--- src/rtl/scan_pkg.sv ---
package scan_pkg;

  // Index reached after one scan step. The lowest index visited is 1 when
  // the units decade is skipped, otherwise 0; below that the scan wraps.
  function automatic int next_index(input int cur, input logic skip, input int n);
    int floor_idx;
    floor_idx = skip ? 1 : 0;
    if (cur <= floor_idx) return n - 1;
    return cur - 1;
  endfunction

endpackage

--- src/rtl/scan_pointer.sv ---
module scan_pointer #(
  parameter int NUM_DIGITS = 5,
  localparam int IDX_W = $clog2(NUM_DIGITS)
) (
  input  logic             clk,
  input  logic             scan_rst,
  input  logic             skip_units,
  output logic [IDX_W-1:0] pos_q,
  output logic             wrap_evt
);
  localparam logic [IDX_W-1:0] TOP_IDX = IDX_W'(NUM_DIGITS - 1);

  logic [IDX_W-1:0] pos_d;

  always_comb begin
    pos_d = IDX_W'(scan_pkg::next_index(int'(pos_q), skip_units, NUM_DIGITS));
  end

  // A step that lands on the top decade without a reset is a wrap.
  assign wrap_evt = !scan_rst && (pos_d == TOP_IDX);

  always_ff @(posedge clk) begin
    if (scan_rst) pos_q <= TOP_IDX;
    else          pos_q <= pos_d;
  end
endmodule

--- src/rtl/digit_mux.sv ---
module digit_mux #(
  parameter int NUM_DIGITS = 5,
  parameter int DIGIT_W = 4,
  localparam int IDX_W = $clog2(NUM_DIGITS)
) (
  input  logic [NUM_DIGITS*DIGIT_W-1:0] digits,
  input  logic [IDX_W-1:0]              pos,
  output logic [DIGIT_W-1:0]            value,
  output logic [NUM_DIGITS-1:0]         onehot
);
  always_comb begin
    value = '0;
    for (int i = 0; i < NUM_DIGITS; i++) begin
      if (pos == IDX_W'(i)) value = digits[i*DIGIT_W +: DIGIT_W];
    end
  end

  for (genvar g = 0; g < NUM_DIGITS; g++) begin : g_dec
    assign onehot[g] = (pos == IDX_W'(g));
  end
endmodule

--- src/rtl/bus_gate.sv ---
module bus_gate #(
  parameter int W = 4
) (
  input  logic [W-1:0] din,
  input  logic         oe,
  output logic [W-1:0] dout,
  output logic         valid
);
  assign dout  = oe ? din : '0;
  assign valid = oe;
endmodule

--- src/rtl/digit_scanner.sv ---
module digit_scanner #(
  parameter int NUM_DIGITS = 5,
  parameter int DIGIT_W = 4,
  localparam int IDX_W = $clog2(NUM_DIGITS)
) (
  input  logic                          clk,
  input  logic                          scan_rst,
  input  logic                          skip_units,
  input  logic                          data_oe,
  input  logic                          sel_oe,
  input  logic [NUM_DIGITS*DIGIT_W-1:0] digits,
  output logic [DIGIT_W-1:0]            bcd_out,
  output logic                          bcd_valid,
  output logic [NUM_DIGITS-1:0]         sel_out,
  output logic                          sel_valid
);
  logic [IDX_W-1:0]      pos_q;
  logic                  wrap_evt;
  logic [DIGIT_W-1:0]    raw_value;
  logic [NUM_DIGITS-1:0] raw_sel;

  scan_pointer #(.NUM_DIGITS(NUM_DIGITS)) u_ptr (
    .clk(clk), .scan_rst(scan_rst), .skip_units(skip_units),
    .pos_q(pos_q), .wrap_evt(wrap_evt)
  );

  digit_mux #(.NUM_DIGITS(NUM_DIGITS), .DIGIT_W(DIGIT_W)) u_mux (
    .digits(digits), .pos(pos_q), .value(raw_value), .onehot(raw_sel)
  );

  bus_gate #(.W(DIGIT_W)) u_data_gate (
    .din(raw_value), .oe(data_oe), .dout(bcd_out), .valid(bcd_valid)
  );

  bus_gate #(.W(NUM_DIGITS)) u_sel_gate (
    .din(raw_sel), .oe(sel_oe), .dout(sel_out), .valid(sel_valid)
  );
endmodule

--- config.mk ---
export PLATFORM = sky130hd
export DESIGN_NAME = digit_scanner
export DESIGN_NICKNAME = d
export VERILOG_FILES = /design/src/rtl/scan_pkg.sv /design/src/rtl/scan_pointer.sv /design/src/rtl/digit_mux.sv /design/src/rtl/bus_gate.sv /design/src/rtl/digit_scanner.sv
export SDC_FILE = /design/constraint.sdc
export NUM_CORES = 1
export LEC_CHECK = 0
export BUFFER_PORTS_ARGS = -buffer_cell sky130_fd_sc_hd__buf_2
export CAP_MARGIN = 20
export CORE_AREA = 2 2 39 41
export DETAILED_ROUTE_END_ITERATION = 6
export DIE_AREA = 0 0 41 43
export HOLD_SLACK_MARGIN = 0.1
export PLACE_DENSITY = 0.72
export SYNTH_ARGS = -nofsm -noshare
export SYNTH_HDL_FRONTEND = slang
export SYNTH_HIERARCHICAL = 1
export SYNTH_SLANG_ARGS = --single-unit
--- constraint.sdc ---
create_clock -name clk -period 1.9 [get_ports clk]
set_input_delay 0.38 -clock clk [delete_from_list [all_inputs] [get_ports clk]]
set_output_delay 0.38 -clock clk [all_outputs]
set_load 0.05 [all_outputs]
==> results of run 1 <==
[layout by cell type (no fill, tap or decap), types with 2 or more instances in the layout]
cell type   n
buf_2      31
and2_1     10
nor2_1      6
buf_4       6
buf_6       5
mux2i_1     4
clkbuf_4    3
inv_1       3
mux2_4      2
a221o_1     2
a22oi_1     2
nand3_1     2
o21a_1      2
o22ai_1     2
or2_1       2
a211oi_1    2
ha_1        2
dfxtp_4     2
[through the flow]
stage | hold slack [ps] | utilization [%]
after floorplan | 453 | -
after global placement | 527 | 46.7
after detailed placement | 528 | 46.7
after CTS | 321 | 50.5
after global routing | 325 | 53.7
final | 324 | 53.7
[layout make-up]
cell class	count	area, sq um	area share (%)
multi-input combinational	46	345	46.5
timing repair buffer	43	272	36.5
sequential	3	68.8	9.26
clock buffer	4	26.3	3.54
tap	16	20.0	2.69
inverter	3	11.3	1.52
[worst reg2reg max path: stages, from the launching register on]
cell and delay [ps]:
dfxtp_4 370, inv_1 60, ha_1 280, or2_1 230, a211oi_1 220
[worst max path at each step]
stage	start	cells past startpoint	endpoint
6_report	u_ptr/pos_q[2]$_SDFF_PP1_	4	bcd_out[2]
3_5_place_dp	u_ptr/pos_q[2]$_SDFF_PP1_	4	bcd_out[0]
4_1_cts	u_ptr/pos_q[2]$_SDFF_PP1_	4	bcd_out[2]
5_1_grt	u_ptr/pos_q[0]$_SDFF_PP0_	6	bcd_out[2]
2_1_floorplan	u_ptr/pos_q[2]$_SDFF_PP1_	4	bcd_out[0]
3_3_place_gp	u_ptr/pos_q[2]$_SDFF_PP1_	4	bcd_out[0]
[metal layers]
| metal | routed length, um | share of wire, % |
|---|---|---|
| met1 | 444 | 40 |
| met2 | 599 | 53 |
| met3 | 62 | 5.5 |
| met4 | 14 | 1.3 |
| met5 | 0 | 0 |
[power breakdown]
part	switching (mW)	internal (mW)	leakage [nW]
combinational	0.315	0.313	0.346
clock	0.0347	0.0788	0.0150
sequential	0.0484	0.0972	0.0259
[timing repair]
action                                  4_1_cts  5_1_grt
pin swaps                                     3        2
resized for setup                            10        9
endpoints found under the setup margin        4        5
setup buffers                                 0        2
==> results.toml, run 1 <==
[outcome]
status = "finished, violations left"
violations = "setup timing"

[sta]
setup_viol = 1
slew_headroom_pct = 82.8
tightest_slew_ps = 260
fin_ws_ps = -1.32
post-route-min-period_ps = 1900
min_period_over_period_pct = 100
rsz0062_at_grt = "yes"
final.setup.tns_ps = -1.32
hold_violations = 0
slew_violations = 0
timing.fmax_ghz = 0.526
finalClockSkew_ps = 5.44

[placement]
placement.io_buffers = 35
dp_hpwl_um = 883
dp_cells = 109
dp_worst_setup_slack_ps = 74.9
gp_routability_congestion = 0.660
placed_area_sq_um = 647

[detailed_routing]
drc = 0
firstDrtPassIters = 4
routed_wl_um = 1120
dr.first_iter.drc_count = 6
wire_per_inst_um = 9.74
ant_nets = 0
avgViaCountPerCell = 4.69
vias = 539

[cells_and_area]
largest_register = "u_ptr/pos_q"
final-instance-count-excl-fill = 115
area_growth_syn_to_layout_pct = 66.9
fillCellCount = 136
drive_gt1_share_pct = 54.5
reg.largest.list = "u_ptr/pos_q: 3 flops"
finalNetCount = 127
largest_reg_flops = 3
fin_area_sq_um = 743
diodes = 0

[floorplan]
dieHeight_um = 43
die_w_um = 41
row_count = 14
die_area_sq_um = 1760
core_area_sq_um = 1380
initial_core_util_pct = 32.2
ioPinCount = 36

[clocking]
cts_made_buffers = 3
clock_sinks = 3
cts_htree_levels = 1
clkTransAtPathRegs_ps = 40
cts_hold_buf = 0
clkLatencyLatePin_ps = 240
cts_tree = "done"
clock-root-buffer = "clkbuf_4"
clockBufferDepth = 2

[power_and_ir_drop]
cellLeakagePower_nw = 0.387
total_power_uw = 888
vdd_drop_max_mv = 0.494
power.density_nw_per_um2 = 1190

[global_routing]
grt_pass1_wl_um = 1750
antenna_found_initial = 0
met3_usage_pct = 4.71
grt_usage_pct = 14.3
top_usage_layer = "met2"
grt_pass1_vias = 468
grt_use_met1_pct = 15.0
grt_max_degree = 9
global_route.usage.met2_pct = 24.4
overflow = 0

[worst_setup_path]
critical_path_arrival_ps = 1520
cp-start-kind = "register"
critical_path_required_ps = 1520
crit_type = "register to output port"
cpPeakStageDelay_ps = 390
worstPathMaxFanout = 8
cp-end-kind = "output port"
reg2reg_depth = 4
crit_buf_inv = 1
rr_startpoint = "u_ptr/pos_q[0]$_SDFF_PP0_"
r2r_end = "u_ptr/pos_q[1]$_SDFF_PP0_"
slowest_stage = "dfxtp_4"
path_cells = "mux2_4 > a221o_1 > and2_4 > buf_8"
path_delay_family = "flip-flops"
rrSetupSlack_ps = 650

[run]
maxCapViolations = 0

[synthesis]
syn_inst = 57
synth.cell_area_sq_um = 445
synth_area_per_cell_sq_um = 7.81
synth_warnings = 6
syn-num-nets = 84

[worst_hold_path]
hold_path_depth = 2
min_to = "u_ptr/pos_q[0]$_SDFF_PP0_"
hold_path_class = "input pin to register"
holdCritStartpoint = "scan_rst"
(Power assumes the default switching activity.)
==> inputs of run 2 (changes only) <==
- CTS_BUF_LIST: not set -> sky130_fd_sc_hd__clkbuf_8
==> run 2 against run 1 <==
Effect of this change: the run now ends clean; sequential share of layout area is 0.30 points lower; critical path type unchanged; via count fell by 0.74%; largest power group unchanged; first-iteration DRC count increased by 83%; global-route usage fell by 0.70 points; clock power grew 58%.
==> results.toml, run 2 (synthesis gave the netlist of run 1 again) <==
[power_and_ir_drop]
vdd_drop_max_mv = 0.667
power.density_nw_per_um2 = 1250
total_power_uw = 963
cellLeakagePower_nw = 0.403

[floorplan]
core_area_sq_um = 1380
ioPinCount = 36
die_area_sq_um = 1760
row_count = 14
initial_core_util_pct = 32.2
die_w_um = 41
dieHeight_um = 43

[outcome]
status = "finished, final reports clean"

[clocking]
cts_htree_levels = 1
clock-root-buffer = "clkbuf_8"
clock_sinks = 3
clkLatencyLatePin_ps = 210
cts_tree = "done"
cts_made_buffers = 3
clockBufferDepth = 2
clkTransAtPathRegs_ps = 30

[global_routing]
overflow = 0
global_route.usage.met2_pct = 22.8
grt_pass1_wl_um = 1700
grt_pass1_vias = 460
antenna_found_initial = 0
met3_usage_pct = 4.71
grt_max_degree = 9
grt_usage_pct = 13.6
grt_use_met1_pct = 15.3
top_usage_layer = "met2"

[sta]
slew_violations = 0
slew_headroom_pct = 82.7
setup_viol = 0
min_period_over_period_pct = 98.5
timing.fmax_ghz = 0.534
hold_violations = 0
fin_ws_ps = 27.8
finalClockSkew_ps = 2.58
post-route-min-period_ps = 1870
worst_hold_slack_ps = 349
tightest_slew_ps = 261
rsz0062_at_grt = "yes"

[cells_and_area]
area_growth_syn_to_layout_pct = 72.5
largest_register = "u_ptr/pos_q"
fillCellCount = 132
largest_reg_flops = 3
diodes = 0
reg.largest.list = "u_ptr/pos_q: 3 flops"
drive_gt1_share_pct = 55.6
fin_util_pct = 55.5
layout_common_cells = "31 x buf_2, 9 x and2_1, 6 x nor2_1, 6 x buf_4"
finalNetCount = 127
final_common_cell = "buf_2"

[detailed_routing]
ant_nets = 0
routed_wl_um = 1130
vias = 535
firstDrtPassIters = 3
avgViaCountPerCell = 4.65
dr.first_iter.drc_count = 11
wire_per_inst_um = 9.86
drc = 0

[worst_setup_path]
critical_path_arrival_ps = 1490
cp-start-kind = "register"
worstPathMaxFanout = 8
critical_path_required_ps = 1520
cp-end-kind = "output port"
crit_type = "register to output port"

[placement]
dp_worst_setup_slack_ps = 74.9
dp_hpwl_um = 883
placement.io_buffers = 35
gp_routability_congestion = 0.660

[worst_hold_path]
hold_path_class = "input pin to register"

[run]
maxCapViolations = 0
[run 2: repair_timing]
| action | 4_1_cts | 5_1_grt |
|---|---|---|
| gates resized for setup | 7 | 16 |
| setup buffers | 0 | 2 |
| hold buffers | 0 | 0 |
| setup endpoints to repair | 4 | 4 |
| pin swaps | 0 | 7 |
| cloned | 0 | 0 |
[run 2: cell type report]
type	count	area [sq um]	share of cell area (%)
repair buffers	43	275	35.8
well taps	16	20.0	2.61
inverters	3	11.3	1.47
multi-input cells	46	348	45.3
clock inverters	1	3.75	0.489
clock buffers	3	41.3	5.37
flip-flops and latches	3	68.8	8.96
[run 2: worst max-delay path, cell delays in order (launching register included)]
cell	delay (ps)
dfxtp_4	380
mux2_4	300
a221o_1	300
and2_4	150
buf_8	140
[run 2: worst paths after layout]
kind | end | slack (ps) | cells past startpoint | startpoint
max reg2reg | u_ptr/pos_q[0]$_SDFF_PP0_ | 650 | 4 | u_ptr/pos_q[0]$_SDFF_PP0_
min | u_ptr/pos_q[0]$_SDFF_PP0_ | 350 | 2 | scan_rst
max | bcd_out[2] | 30 | 4 | u_ptr/pos_q[2]$_SDFF_PP1_
min reg2reg | u_ptr/pos_q[0]$_SDFF_PP0_ | 460 | 1 | u_ptr/pos_q[0]$_SDFF_PP0_
[run 2: power breakdown]
part           total (mW)  switching (mW)  internal [mW]
clock network       0.178          0.0406          0.137
logic               0.639           0.317          0.321
registers           0.146          0.0487         0.0973
total               0.963           0.407          0.556
[run 2: routing by layer]
| layer | vias to the layer above | part of all wire (%) |
|---|---|---|
| met4 | 0 | 0 |
| met2 | 14 | 53 |
| li1 | 283 | - |
| met5 | - | 0 |
| met3 | 0 | 6.0 |
| met1 | 238 | 41 |
[run 2: per-stage QoR]
stage / setup TNS [ps] / instances / area [sq um]
finish: 0 / 115 / 768
global route: -42.3 / 115 / 768
CTS: 0 / 113 / 709
detailed placement: 0 / 109 / 647
global placement: 0 / 109 / 647
floorplan: 0 / 57 / 445
==> inputs of run 3 (changes only) <==
- PLACE_DENSITY: 0.72 -> 0.83
- SLEW_MARGIN: not set -> 20
==> run 3 against run 2 <==
Effect of this change: worst setup slack worse by 23 ps; cell area is 0.98% higher; global-route usage is 3.0 points higher; final cell count stayed put; sequential power is 5% higher; utilization is 0.54 points higher; critical path depth is 2 higher; sequential share of layout area is 0.087 points lower; maximum frequency is 1.2% lower; clock power hardly changed; die area stayed put.
==> results.toml, run 3 (synthesis gave the netlist of run 1 again) <==
[sta]
timing.fmax_ghz = 0.528
min_period_over_period_pct = 99.8
finalClockSkew_ps = 2.38
setup_viol = 0
slew_violations = 0
fin_ws_ps = 4.57
hold_violations = 0
rsz0062_at_grt = "yes"
slew_headroom_pct = 83.0
tightest_slew_ps = 256
post-route-min-period_ps = 1900

[floorplan]
die_w_um = 41
initial_core_util_pct = 32.2
dieHeight_um = 43
die_area_sq_um = 1760
row_count = 14
core_area_sq_um = 1380
ioPinCount = 36

[cells_and_area]
reg.largest.list = "u_ptr/pos_q: 3 flops"
area_growth_syn_to_layout_pct = 74.2
layout_common_cells = "31 x buf_2, 9 x and2_1, 6 x buf_4"
multi_input_area_sq_um = 363
fillCellCount = 137
fin_area_sq_um = 776
largest_reg_flops = 3
final_common_cell = "buf_2"
diodes = 0
largest_register = "u_ptr/pos_q"
finalNetCount = 127
ff_latch_area_sq_um = 68.8
drive_gt1_share_pct = 58.6

[worst_setup_path]
crit_type = "register to output port"
cp-end-kind = "output port"
path_delay_family = "flip-flops"
worstPathMaxFanout = 6
path_cells = "buf_6 > mux2i_2 > nor2_1 > a221o_1 > and2_4 > buf_8"
critical_path_arrival_ps = 1520
cp-start-kind = "register"
cpPeakStageDelay_ps = 320
crit_buf_inv = 2
slowest_stage = "dfxtp_2"
critical_path_cell_count = 6
reg2reg_depth = 7
critical_path_required_ps = 1520

[power_and_ir_drop]
power.density_nw_per_um2 = 1270
total_power_uw = 984
vdd_drop_max_mv = 0.585
cellLeakagePower_nw = 0.404

[run]
maxCapViolations = 0

[global_routing]
overflow = 0
grt_max_degree = 14
grt_pass1_vias = 529
grt_usage_pct = 16.6
grt_pass1_wl_um = 2060
antenna_found_initial = 0

[detailed_routing]
wire_per_inst_um = 11.1
dr.first_iter.drc_count = 3
routed_wl_um = 1280
vias = 550
ant_nets = 0
firstDrtPassIters = 2
drc = 0
avgViaCountPerCell = 4.78

[clocking]
clock-root-buffer = "clkbuf_8"
cts_made_buffers = 3
clock_sinks = 3
clockBufferDepth = 2
cts_hold_buf = 0
clkLatencyLatePin_ps = 210
cts_tree = "done"
clkTransAtPathRegs_ps = 30
cts_htree_levels = 1

[worst_hold_path]
hold_path_depth = 2
hold_path_class = "input pin to register"

[placement]
dp_worst_setup_slack_ps = 35.2
placed_area_sq_um = 624
gp_routability_congestion = 0.700
dp_hpwl_um = 911
placement.io_buffers = 35

[outcome]
status = "finished, final reports clean"
[run 3: cell type report]
cell class | instances | area share, %
repair buffers | 43 | 34.5
multi-input cells | 46 | 46.8
inverters | 3 | 1.45
well taps | 16 | 2.58
flip-flops and latches | 3 | 8.87
clock buffers | 3 | 5.32
clock inverters | 1 | 0.484
[run 3: per-stage QoR]
stage / hold WS (ps) / TNS, ps / util (%) / std cells
4_1_cts: 354 / 0 / 52.4 / 114
3_5_place_dp: 583 / 0 / 45.1 / 106
6_report: 359 / 0 / 56.1 / 115
2_1_floorplan: 453 / 0 / - / 57
3_3_place_gp: 569 / 0 / 45.1 / 106
5_1_grt: 364 / -33.9 / 56.1 / 115
[run 3: timing repair]
action / in CTS / in global routing
gates resized for setup: 11 / 14
endpoints found under the hold margin: 0 / 0
setup endpoints to repair: 4 / 5
pin swaps: 0 / 3
buffers inserted: 4 / 1
[run 3: path summary, 6_finish.rpt]
check | start | to | slack, ps
max | u_ptr/pos_q[0]$_SDFF_PP0_ | bcd_out[2] | 5
min | scan_rst | u_ptr/pos_q[0]$_SDFF_PP0_ | 360
max reg2reg | u_ptr/pos_q[0]$_SDFF_PP0_ | u_ptr/pos_q[1]$_SDFF_PP0_ | 310
min reg2reg | u_ptr/pos_q[1]$_SDFF_PP0_ | u_ptr/pos_q[1]$_SDFF_PP0_ | 660
[run 3: per-layer routing]
layer	vias up	global-route usage (%)	share of wire, %
met4	0	4.00	0
li1	281	-	-
met2	18	28.4	52
met3	0	3.14	5.2
met1	251	20.1	43
met5	-	0	0
[run 3: report_power, final]
| part | total (mW) | internal [mW] | leakage (nW) | switching, mW |
|---|---|---|---|---|
| logic | 0.654 | 0.323 | 0.351 | 0.331 |
| registers | 0.153 | 0.0994 | 0.0259 | 0.0536 |
| clock network | 0.177 | 0.137 | 0.0269 | 0.0394 |
| total | 0.984 | 0.560 | 0.404 | 0.424 |
